File: config.mk
export PLATFORM = sky130hd
export DESIGN_NAME = tdm_tx_highway
export DESIGN_NICKNAME = d
export VERILOG_FILES = /design/src/rtl/tdm_tx_pkg.sv /design/src/rtl/tdm_tx_timebase.sv /design/src/rtl/tdm_tx_serializer.sv /design/src/rtl/tdm_rx_sampler.sv /design/src/rtl/tdm_tx_highway.sv
export SDC_FILE = /design/constraint.sdc
export NUM_CORES = 1
export LEC_CHECK = 0
export ABC_AREA = 1
export CORE_MARGIN = 2
export CORE_UTILIZATION = 37
export CTS_CLUSTER_SIZE = 8
export DETAILED_ROUTE_END_ITERATION = 8
export MAX_ROUTING_LAYER = met4
export PLACE_DENSITY = 0.73
export RECOVER_POWER = 50
export SLEW_MARGIN = 20
export SYNTH_ARGS = -nofsm -noshare
export SYNTH_HDL_FRONTEND = slang
export SYNTH_SLANG_ARGS = --single-unit
export TNS_END_PERCENT = 5
File: constraint.sdc
create_clock -name clk -period 3 [get_ports clk]
set_input_delay 0.6 -clock clk [delete_from_list [all_inputs] [get_ports clk]]
set_output_delay 0.6 -clock clk [all_outputs]
set_load 0.05 [all_outputs]
File: src/rtl/tdm_tx_pkg.sv
package tdm_tx_pkg;

    localparam int BYTE_W = 8;
    localparam int BIT_W  = 3;
    localparam int QTR_W  = 2;
    localparam int SUB_W  = BIT_W + QTR_W;

    // one staged or active slot: byte, its enable and a filled flag
    typedef struct packed {
        logic [BYTE_W-1:0] data;
        logic              oe;
        logic              vld;
    } slot_word_t;

    localparam slot_word_t SLOT_WORD_EMPTY = '0;

endpackage

File: src/rtl/tdm_tx_timebase.sv
module tdm_tx_timebase
    import tdm_tx_pkg::*;
#(
    parameter int BASE_SLOT_LOG = 5,
    parameter int RATE_MAX      = 3,
    localparam int SLOT_W = BASE_SLOT_LOG + RATE_MAX,
    localparam int POS_W  = SLOT_W + SUB_W,
    localparam int RATE_W = $clog2(RATE_MAX + 1)
) (
    input  logic              clk,
    input  logic              rst_n,
    input  logic              frame_sync,
    input  logic [RATE_W-1:0] rate_sel,
    input  logic              refclk_slow,
    input  logic [POS_W-1:0]  offset,
    output logic [SLOT_W-1:0] slot_o,
    output logic [BIT_W-1:0]  bit_o,
    output logic [SLOT_W-1:0] slot_mask_o,
    output logic              slot_start_o,
    output logic              sample_o,
    output logic              last_bit_o
);

    typedef struct packed {
        logic [POS_W-1:0] cnt;
    } tb_state_t;

    tb_state_t st_d, st_q;

    logic [RATE_W-1:0] shift;
    logic [POS_W-1:0]  sub_mask;
    logic [POS_W-1:0]  frame_mask;
    logic [POS_W-1:0]  off_eff;
    logic [POS_W-1:0]  qpos;
    logic [POS_W-1:0]  lpos;
    logic              half_res;
    logic              tick;

    always_comb begin
        st_d       = st_q;
        shift      = RATE_W'(RATE_MAX) - rate_sel;
        sub_mask   = ~({POS_W{1'b1}} << shift);
        frame_mask = {POS_W{1'b1}} >> shift;
        half_res   = (rate_sel == RATE_W'(RATE_MAX))
                  || ((rate_sel == RATE_W'(RATE_MAX - 1)) && refclk_slow);
        off_eff    = offset & ~{{(POS_W-1){1'b0}}, half_res};
        qpos       = st_q.cnt >> shift;
        lpos       = (qpos - off_eff) & frame_mask;
        tick       = (st_q.cnt & sub_mask) == '0;

        st_d.cnt   = frame_sync ? '0 : st_q.cnt + 1'b1;

        slot_o       = lpos[POS_W-1:SUB_W];
        bit_o        = lpos[SUB_W-1:QTR_W];
        slot_mask_o  = {SLOT_W{1'b1}} >> shift;
        slot_start_o = tick && (lpos[SUB_W-1:0] == '0);
        sample_o     = tick && (lpos[QTR_W-1:0] == QTR_W'(2));
        last_bit_o   = &lpos[SUB_W-1:QTR_W];
    end

    always_ff @(posedge clk) begin
        if (!rst_n) st_q <= '0;
        else        st_q <= st_d;
    end


    fsync_restart_chk: assert property (@(posedge clk) disable iff (!rst_n)
        frame_sync |=> (st_q.cnt == '0));

endmodule

File: src/rtl/tdm_tx_serializer.sv
module tdm_tx_serializer
    import tdm_tx_pkg::*;
#(
    parameter int SLOT_W = 8
) (
    input  logic              clk,
    input  logic              rst_n,
    input  logic [SLOT_W-1:0] slot,
    input  logic [BIT_W-1:0]  bitn,
    input  logic [SLOT_W-1:0] slot_mask,
    input  logic              slot_start,
    input  logic [BYTE_W-1:0] sw_byte,
    input  logic              sw_oe,
    output logic              req_valid,
    output logic [SLOT_W-1:0] req_slot,
    output logic              txd_o,
    output logic              txd_oe,
    output logic              drive_o
);

    typedef struct packed {
        logic              req;
        logic              pend;
        logic [SLOT_W-1:0] req_slot;
        slot_word_t        stage;
        slot_word_t        cur;
        logic              out;
        logic              oe;
    } ser_state_t;

    ser_state_t s_d, s_q;
    slot_word_t eff;
    logic       en;

    always_comb begin
        s_d      = s_q;
        s_d.req  = slot_start;
        s_d.pend = s_q.req;
        if (slot_start) begin
            s_d.req_slot = (slot + 1'b1) & slot_mask;
            s_d.cur      = s_q.stage;
        end
        if (s_q.pend) begin
            s_d.stage.data = sw_byte;
            s_d.stage.oe   = sw_oe;
            s_d.stage.vld  = 1'b1;
        end
        // the slot that begins now takes its byte straight from the holding register
        eff     = slot_start ? s_q.stage : s_q.cur;
        en      = eff.vld && eff.oe;
        s_d.oe  = en;
        s_d.out = en && eff.data[3'd7 - bitn];
    end

    always_ff @(posedge clk) begin
        if (!rst_n) begin
            s_q       <= '0;
            s_q.stage <= SLOT_WORD_EMPTY;
            s_q.cur   <= SLOT_WORD_EMPTY;
        end else begin
            s_q <= s_d;
        end
    end

    assign req_valid = s_q.req;
    assign req_slot  = s_q.req_slot;
    assign txd_o     = s_q.out;
    assign txd_oe    = s_q.oe;
    assign drive_o   = s_q.cur.vld && s_q.cur.oe;


    req_pulse_chk: assert property (@(posedge clk) disable iff (!rst_n)
        req_valid |=> !req_valid);


    idle_low_chk: assert property (@(posedge clk) disable iff (!rst_n)
        !txd_oe |-> !txd_o);


    oe_slot_edge_chk: assert property (@(posedge clk) disable iff (!rst_n)
        (txd_oe != $past(txd_oe)) |-> $past(slot_start));

endmodule

File: src/rtl/tdm_rx_sampler.sv
module tdm_rx_sampler
    import tdm_tx_pkg::*;
#(
    parameter int SLOT_W = 8
) (
    input  logic              clk,
    input  logic              rst_n,
    input  logic              sample,
    input  logic              last_bit,
    input  logic [SLOT_W-1:0] slot,
    input  logic              bidir_en,
    input  logic              drive,
    input  logic              txd_i,
    input  logic              rxd_i,
    output logic              rx_valid,
    output logic [BYTE_W-1:0] rx_byte,
    output logic [SLOT_W-1:0] rx_slot
);

    typedef struct packed {
        logic [BYTE_W-1:0] sh;
        logic              vld;
        logic [BYTE_W-1:0] byte_v;
        logic [SLOT_W-1:0] slot_v;
    } rx_state_t;

    rx_state_t r_d, r_q;
    logic      src;
    logic [BYTE_W-1:0] assembled;

    always_comb begin
        r_d       = r_q;
        r_d.vld   = 1'b0;
        src       = bidir_en ? txd_i : rxd_i;
        assembled = {r_q.sh[BYTE_W-2:0], src};
        if (sample) begin
            r_d.sh = assembled;
            if (last_bit && !(bidir_en && drive)) begin
                r_d.vld    = 1'b1;
                r_d.byte_v = assembled;
                r_d.slot_v = slot;
            end
        end
    end

    always_ff @(posedge clk) begin
        if (!rst_n) r_q <= '0;
        else        r_q <= r_d;
    end

    assign rx_valid = r_q.vld;
    assign rx_byte  = r_q.byte_v;
    assign rx_slot  = r_q.slot_v;


    rx_pulse_chk: assert property (@(posedge clk) disable iff (!rst_n)
        rx_valid |=> !rx_valid);


    bidir_quiet_chk: assert property (@(posedge clk) disable iff (!rst_n)
        (bidir_en && drive && sample && last_bit) |=> !rx_valid);

endmodule

File: src/rtl/tdm_tx_highway.sv
module tdm_tx_highway
    import tdm_tx_pkg::*;
#(
    parameter int BASE_SLOT_LOG = 5,
    parameter int RATE_MAX      = 3,
    localparam int SLOT_W = BASE_SLOT_LOG + RATE_MAX,
    localparam int POS_W  = SLOT_W + SUB_W,
    localparam int RATE_W = $clog2(RATE_MAX + 1)
) (
    input  logic              clk,
    input  logic              rst_n,
    input  logic              frame_sync,
    input  logic [RATE_W-1:0] rate_sel,
    input  logic              refclk_slow,
    input  logic [POS_W-1:0]  offset,
    input  logic              bidir_en,
    output logic              req_valid,
    output logic [SLOT_W-1:0] req_slot,
    input  logic [BYTE_W-1:0] sw_byte,
    input  logic              sw_oe,
    output logic              txd_o,
    output logic              txd_oe,
    input  logic              txd_i,
    input  logic              rxd_i,
    output logic              rx_valid,
    output logic [BYTE_W-1:0] rx_byte,
    output logic [SLOT_W-1:0] rx_slot
);

    logic [SLOT_W-1:0] slot;
    logic [BIT_W-1:0]  bitn;
    logic [SLOT_W-1:0] slot_mask;
    logic              slot_start;
    logic              sample;
    logic              last_bit;
    logic              drive;

    tdm_tx_timebase #(
        .BASE_SLOT_LOG (BASE_SLOT_LOG),
        .RATE_MAX      (RATE_MAX)
    ) u_timebase (
        .clk          (clk),
        .rst_n        (rst_n),
        .frame_sync   (frame_sync),
        .rate_sel     (rate_sel),
        .refclk_slow  (refclk_slow),
        .offset       (offset),
        .slot_o       (slot),
        .bit_o        (bitn),
        .slot_mask_o  (slot_mask),
        .slot_start_o (slot_start),
        .sample_o     (sample),
        .last_bit_o   (last_bit)
    );

    tdm_tx_serializer #(
        .SLOT_W (SLOT_W)
    ) u_serializer (
        .clk        (clk),
        .rst_n      (rst_n),
        .slot       (slot),
        .bitn       (bitn),
        .slot_mask  (slot_mask),
        .slot_start (slot_start),
        .sw_byte    (sw_byte),
        .sw_oe      (sw_oe),
        .req_valid  (req_valid),
        .req_slot   (req_slot),
        .txd_o      (txd_o),
        .txd_oe     (txd_oe),
        .drive_o    (drive)
    );

    tdm_rx_sampler #(
        .SLOT_W (SLOT_W)
    ) u_sampler (
        .clk      (clk),
        .rst_n    (rst_n),
        .sample   (sample),
        .last_bit (last_bit),
        .slot     (slot),
        .bidir_en (bidir_en),
        .drive    (drive),
        .txd_i    (txd_i),
        .rxd_i    (rxd_i),
        .rx_valid (rx_valid),
        .rx_byte  (rx_byte),
        .rx_slot  (rx_slot)
    );

endmodule

=== After elaboration in Yosys (flattened, before gate mapping) ===
Index checks and enable logic that the tools add are counted.
W data, S select, Z words.

* Input bits: 31
* Output and inout port bits: 28
* Logic and storage cells: 57
* Bits in registers: 69

* Bitwise gates (word level): 7
* Equality and inequality tests: 3
* Mux-type cells: 5
* Reductions and logical operators: 16
* Shift-type cells: 4
* Order comparisons: 1
* Add/sub/neg operators: 5

{| class="wikitable"
|+ Operators by type and width
! operator !! number
|-
| $and A13 B13 Y13 || 3
|-
| $mux W17 || 1
|-
| $add A13 B1 Y13 const B || 1
|-
| $logic_not A13 Y1 || 1
|-
| $not A1 Y13 || 1
|-
| $not A13 Y13 || 1
|-
| $shl A13 B2 Y13 const A || 1
|-
| $shr A13 B2 Y13 || 1
|-
| $shr A13 B2 Y13 const A || 1
|-
| $sub A13 B13 Y13 || 1
|-
| $mux W10 || 1
|-
| $add A8 B1 Y8 const B || 1
|-
| $and A8 B8 Y8 || 1
|-
| $logic_and A1 B1 Y1 || 8
|-
| $shr A8 B2 Y8 const A || 1
|-
| $eq A2 B2 Y1 const B || 3
|-
| $logic_not A5 Y1 || 1
|-
| $lt A3 B4 Y1 const B || 1
|-
| $reduce_and A2 Y1 || 2
|-
| $bmux W1 S3 || 1
|-
| $reduce_and A3 Y1 || 1
|-
| $sub A3 B3 Y3 const A || 1
|-
| $mux W1 || 2
|-
| $reduce_or A2 Y1 || 1
|-
| 4 further kinds || 4
|}

=== Logic depth before layout (Yosys ltp) ===
* Depth after elaboration: 13
* Depth in mapped cells: 22
* Depth with buffers taken out: 22

=== Modules after synthesis ===
Synthesis repeated with hierarchy kept, for this count alone.

* Cell total of the unflattened synthesis: 615
* Area total of the unflattened synthesis: 4,095.2 um^2

{| class="wikitable"
|+ By module, submodules not included
! module !! cells an instance !! area an instance (um^2) !! seq. area each (um^2) !! times used
|-
| tdm_tx_timebase || 290 || 1,701.6 || 260.2 || 1
|-
| tdm_tx_serializer || 189 || 1,440.1 || 640.6 || 1
|-
| tdm_rx_sampler || 136 || 953.4 || 480.5 || 1
|}

=== Worst setup path before layout ===
Ideal clock, no wire load.

* Path kind: input to register
* From: input port rate_sel[0]
* To: register u_serializer.s_q (netlist bit u_serializer.txd_o)
* Slack: -93 ps
* Data arrival time: 2,980 ps
* Library setup time: 113 ps
* Required time: 2,887 ps
* Stages: 17
* Cells stage by stage: clkbuf_1 o21ai_0 o211ai_1 inv_1 ha_1 fa_1 xor2_2 nand2_2 nor2_4 nand3_4 buf_6 o21ai_1 nand2_1 nand3_1 nand2_1 nor2_1 nor2_1

* Cells in the longest elaborated chain, start to end: 13
* Elaborated cells between the ends (all ways): 23
* Those cells by class: 3 x add/sub; 2 x eq/ne; 3 x shift; 3 x mux; 5 x bitwise; 7 x reduce/logical

{| class="wikitable"
|+ Ends and longest elaborated chain
! what !! line !! RTL
|-
| start: declaration || tdm_tx_highway.sv:13 || <nowiki>input logic [RATE_W-1:0] rate_sel,</nowiki>
|-
| branches (longest 12 deep; another with $sub A13 B13 Y13) || n/a ||
|-
| $logic_and A1 B1 Y1 * || tdm_tx_serializer.sv:52 || <nowiki>s_d.out = en && eff.data[3'd7 - bitn];</nowiki>
|-
| end: declaration || tdm_tx_serializer.sv:31 || <nowiki>ser_state_t s_d, s_q;</nowiki>
|}

Every way passes the cells marked *. The select of a mux whose other input is x is not followed.
A chain may end at the register's enable or synchronous reset.

=== Final worst setup path ===
* From: input port rate_sel[0]
* To: register u_serializer.s_q (netlist bit u_serializer.req_slot[7])

* Cells in the longest elaborated chain, start to end: 9
* Elaborated cells between the ends (all ways): 20
* Those cells by class: 3 x add/sub; 2 x eq/ne; 4 x shift; 6 x bitwise; 5 x reduce/logical

{| class="wikitable"
|+ Ends and longest elaborated chain
! what
|-
| branches (longest 9 deep; another with $sub A13 B13 Y13)
|}

Several ways; the timed one is not identified.

==> run_results.csv <==
group,metric,value,unit
clock_network,numCtsBuffers,9,
synth,seq_area_frac_synth,0.364,
grt,grt.busiest_layer,"met2",
floorplan,fp-row-count,36,
clock_network,clk-insertion-delay-late,350,ps
drt,wl_per_cell,12.3,microns
grt,antenna_found_initial,0,
drt,post-route-drc-count,0,
floorplan,die_h,105,microns
grt,met3_usage,0.0390,
placement,numPortBuffers,58,
placement,gp_congestion,0.862,
pwr,p_leak,0.00243,uW
clock_network,cts_tree,"built",
clock_network,cts_root_buf,"clkbuf_8",
final_layout,areaGrowthSynthToFinish,40.8,%
timing,finalHoldViolCount,0,
critical_path,endpoint_kind,"flop",
timing,slew_viol_final,0,
critical_path,cp-start-kind,"primary input",
grt,grt-ovfl-total,0,
timing,rsz0062_at_grt,"true",
clock_network,cts.sinks,69,
grt,use_met1,0.217,
drt,dr.first_iter.drc_count,164,
job,drv_cap,0,
final_layout,stdcell_area,5350,sq um
clock_network,clockBufferDepth,2,
drt,postRouteAntennaNets,0,
drt,dr.pass1.iters,4,
pwr,power,2510,uW
grt,grt_pass1_vias,3823,
synth,synth_area_leaders,"dfxtp_1 (36%), nand2_1 (12%), o21ai_0 (8.3%)",
hold_path,hold_class,"flop to flop",
synth,yosys.area.top_type_share,0.364,
critical_path,path_class,"primary input to flop",
floorplan,start_util,0.385,
floorplan,die_x,105,microns
final_layout,nFillCells,902,
synth,syn_nets,610,
timing,max_freq,339,MHz
grt,grt_max_degree,38,
drt,routed_wl,10.1,mm
grt,grt_use_total,0.189,
critical_path,r2r_slack,190,ps
outcome,status,"finished, final reports clean",
timing,min_period_over_period,0.983,
drt,via_per_inst,4.82,
synth,synth-warning-count,0,
timing,fin_ws,51.8,ps
critical_path,required,3280,ps
grt,grt_pass1_wl,16.8,mm
floorplan,die_area,11100,sq um
final_layout,nNetsFinal,731,
clock_network,path_clk_slew,80,ps
timing,period_needed,2950,ps
timing,fin_skew,8.41,ps
critical_path,worstPathArrival,3230,ps
synth,ys_seq_elements,69,
timing,whs,451,ps
synth,syn_area,3800,sq um
synth,synth.distinct_cells,36,
timing,setup-tns-final,0,ps
placement,hpwl,7.52,mm
pwr,powerDensity,469,nW/um^2
placement,dpl_cell_area,4950,sq um
synth,postSynthAreaPerCell,6.74,sq um
placement,dp_worst_setup_slack,-686,ps
timing,slew_headroom,0.620,
timing,setup-violations-final,0,
grt,use_met2,0.332,
drt,vias,3960,
clock_network,htreeDepth,3,
floorplan,core,9860,sq um
timing,tightest_slew,567,ps
synth,syn-instance-count,564,
synth,yosysTopAreaCell,"dfxtp_1",
pwr,irDropWorstVdd,0.288,mV
final_layout,drive_gt1_frac,0.205,
floorplan,ioPinCount,59,
critical_path,crit_path_max_fanout,8,
final_layout,n_antenna_cell,0,
## per-layer routing
layer	wire [microns]	up-vias
li1	-	2039
met1	4440	1805
met5	0	-
met2	5080	99
met4	139	0
met3	467	17
## registers in the layout, indices dropped and copies added (netlist names)
name and count:
u_serializer.s_q 21, u_timebase.st_q 13, u_sampler.rx_byte 8, u_sampler.rx_slot 8, u_serializer.req_slot 8, u_sampler.assembled 7
u_sampler.rx_valid 1, u_serializer.req_valid 1, u_serializer.txd_o 1, u_serializer.txd_oe 1
## cells in the final DEF (no fill, tap or decap), types with 2 or more instances in the layout
| master | Yosys | layout |
|---|---|---|
| nand2_2 | 3 | 12 |
| nand4_1 | 7 | 7 |
| clkbuf_8 | 0 | 9 |
| inv_2 | 4 | 8 |
| clkinvlp_4 | 0 | 2 |
| a21oi_2 | 0 | 4 |
| nor3_1 | 6 | 6 |
| nand2_1 | 119 | 109 |
| or2_2 | 2 | 2 |
| inv_1 | 84 | 80 |
| dfxtp_1 | 69 | 69 |
| ha_1 | 14 | 11 |
| clkinv_1 | 2 | 2 |
| bufinv_16 | 0 | 2 |
| o21ai_2 | 0 | 3 |
| o211ai_1 | 2 | 2 |
| mux2i_1 | 4 | 4 |
| nand3_2 | 0 | 5 |
| nand3b_1 | 2 | 2 |
| buf_4 | 8 | 72 |
| buf_6 | 1 | 3 |
| nand3_1 | 33 | 28 |
| nor2_1 | 60 | 56 |
| dlygate4sd2_1 | 0 | 2 |
| o21ai_1 | 3 | 13 |
| ha_2 | 0 | 2 |
| a21oi_1 | 46 | 42 |
| o21bai_1 | 2 | 2 |
| o21ai_0 | 63 | 50 |
| buf_12 | 0 | 2 |
| clkdlybuf4s50_1 | 0 | 56 |
| nor2_2 | 0 | 3 |
| nor2_4 | 1 | 2 |
| xor2_1 | 2 | 2 |
## what timing repair did
| item | in CTS | in global routing |
|---|---|---|
| endpoints found under the setup margin | 34 | 23 |
| resized for setup | 25 | 29 |
| pin swaps | 11 | 17 |
| hold buffers | 0 | 0 |
| setup buffers | 6 | 1 |
## worst max-delay path, stage by stage
cell and delay [ps]:
dlygate4sd2_1 240, buf_6 130, nand2_1 60, o21ai_1 70, o211ai_1 190, inv_1 70
ha_2 200, fa_2 370, inv_2 80, nand2_1 60, nand2_2 60, nand3_2 70
nand3b_1 120, nand2_2 90, nor2_2 140, nand3_2 120, nor2_2 160, nand2_1 110
nand2_1 90, nand3_1 70, a21oi_1 130
## path summary, 6_finish.rpt
check	endpoint	from	cells after the start
hold / removal	u_serializer.s_q[30]	u_serializer.req_valid	2
hold reg to reg	u_serializer.s_q[30]	u_serializer.req_valid	2
setup reg to reg	u_serializer.req_slot[7]	u_timebase.st_q[2]	20
setup / recovery	u_serializer.req_slot[7]	rate_sel[0]	21
## synthesized netlist by cell type, drive strengths merged
cell type,n
o21bai,2
or2,3
fa,1
mux2,1
nor4,1
clkbuf,12
dfxtp,69
nand4,7
clkinv,2
inv,88
a21oi,46
nand3b,2
nand2,122
buf,13
o211ai,2
o21a,1
xor2,3
mux2i,4
nand3,34
ha,14
xnor2,2
nor2,61
a311oi,1
nor3,6
nor3b,1
o21ai,66
## where the power goes
group / internal, uW / total, uW / switching [uW]
combinational: 309 / 698 / 390
clock: 463 / 830 / 367
sequential: 958 / 981 / 22.7
## per-stage QoR
stage / utilization / instances
CTS: 0.534 / 821
floorplan: - / 564
global placement: 0.502 / 800
global route: 0.542 / 822
detailed placement: 0.502 / 800
finish: 0.542 / 822
## cell families after synthesis
logic type                 after synthesis  share of synthesized area
muxes                                    5                     0.0135
and+or+nand+nor                        237                      0.269
buffers and inverters                  115                      0.125
DFF                                     69                      0.364
adders and majority gates               15                     0.0514
AOI/OAI and AO/OA                      118                      0.160
xor gates and xnor gates                 5                     0.0184
## layout make-up
cell class	instances	area, sq um	area share
flip-flops and latches	69	1380	0.258
clock buffers	9	124	0.0231
clock inverters	6	88.8	0.0166
repair buffers	135	1190	0.223
multi-input cells	380	2060	0.385
well taps	133	166	0.0311
inverters	90	338	0.0631
Power figures use the tool's default switching activity.
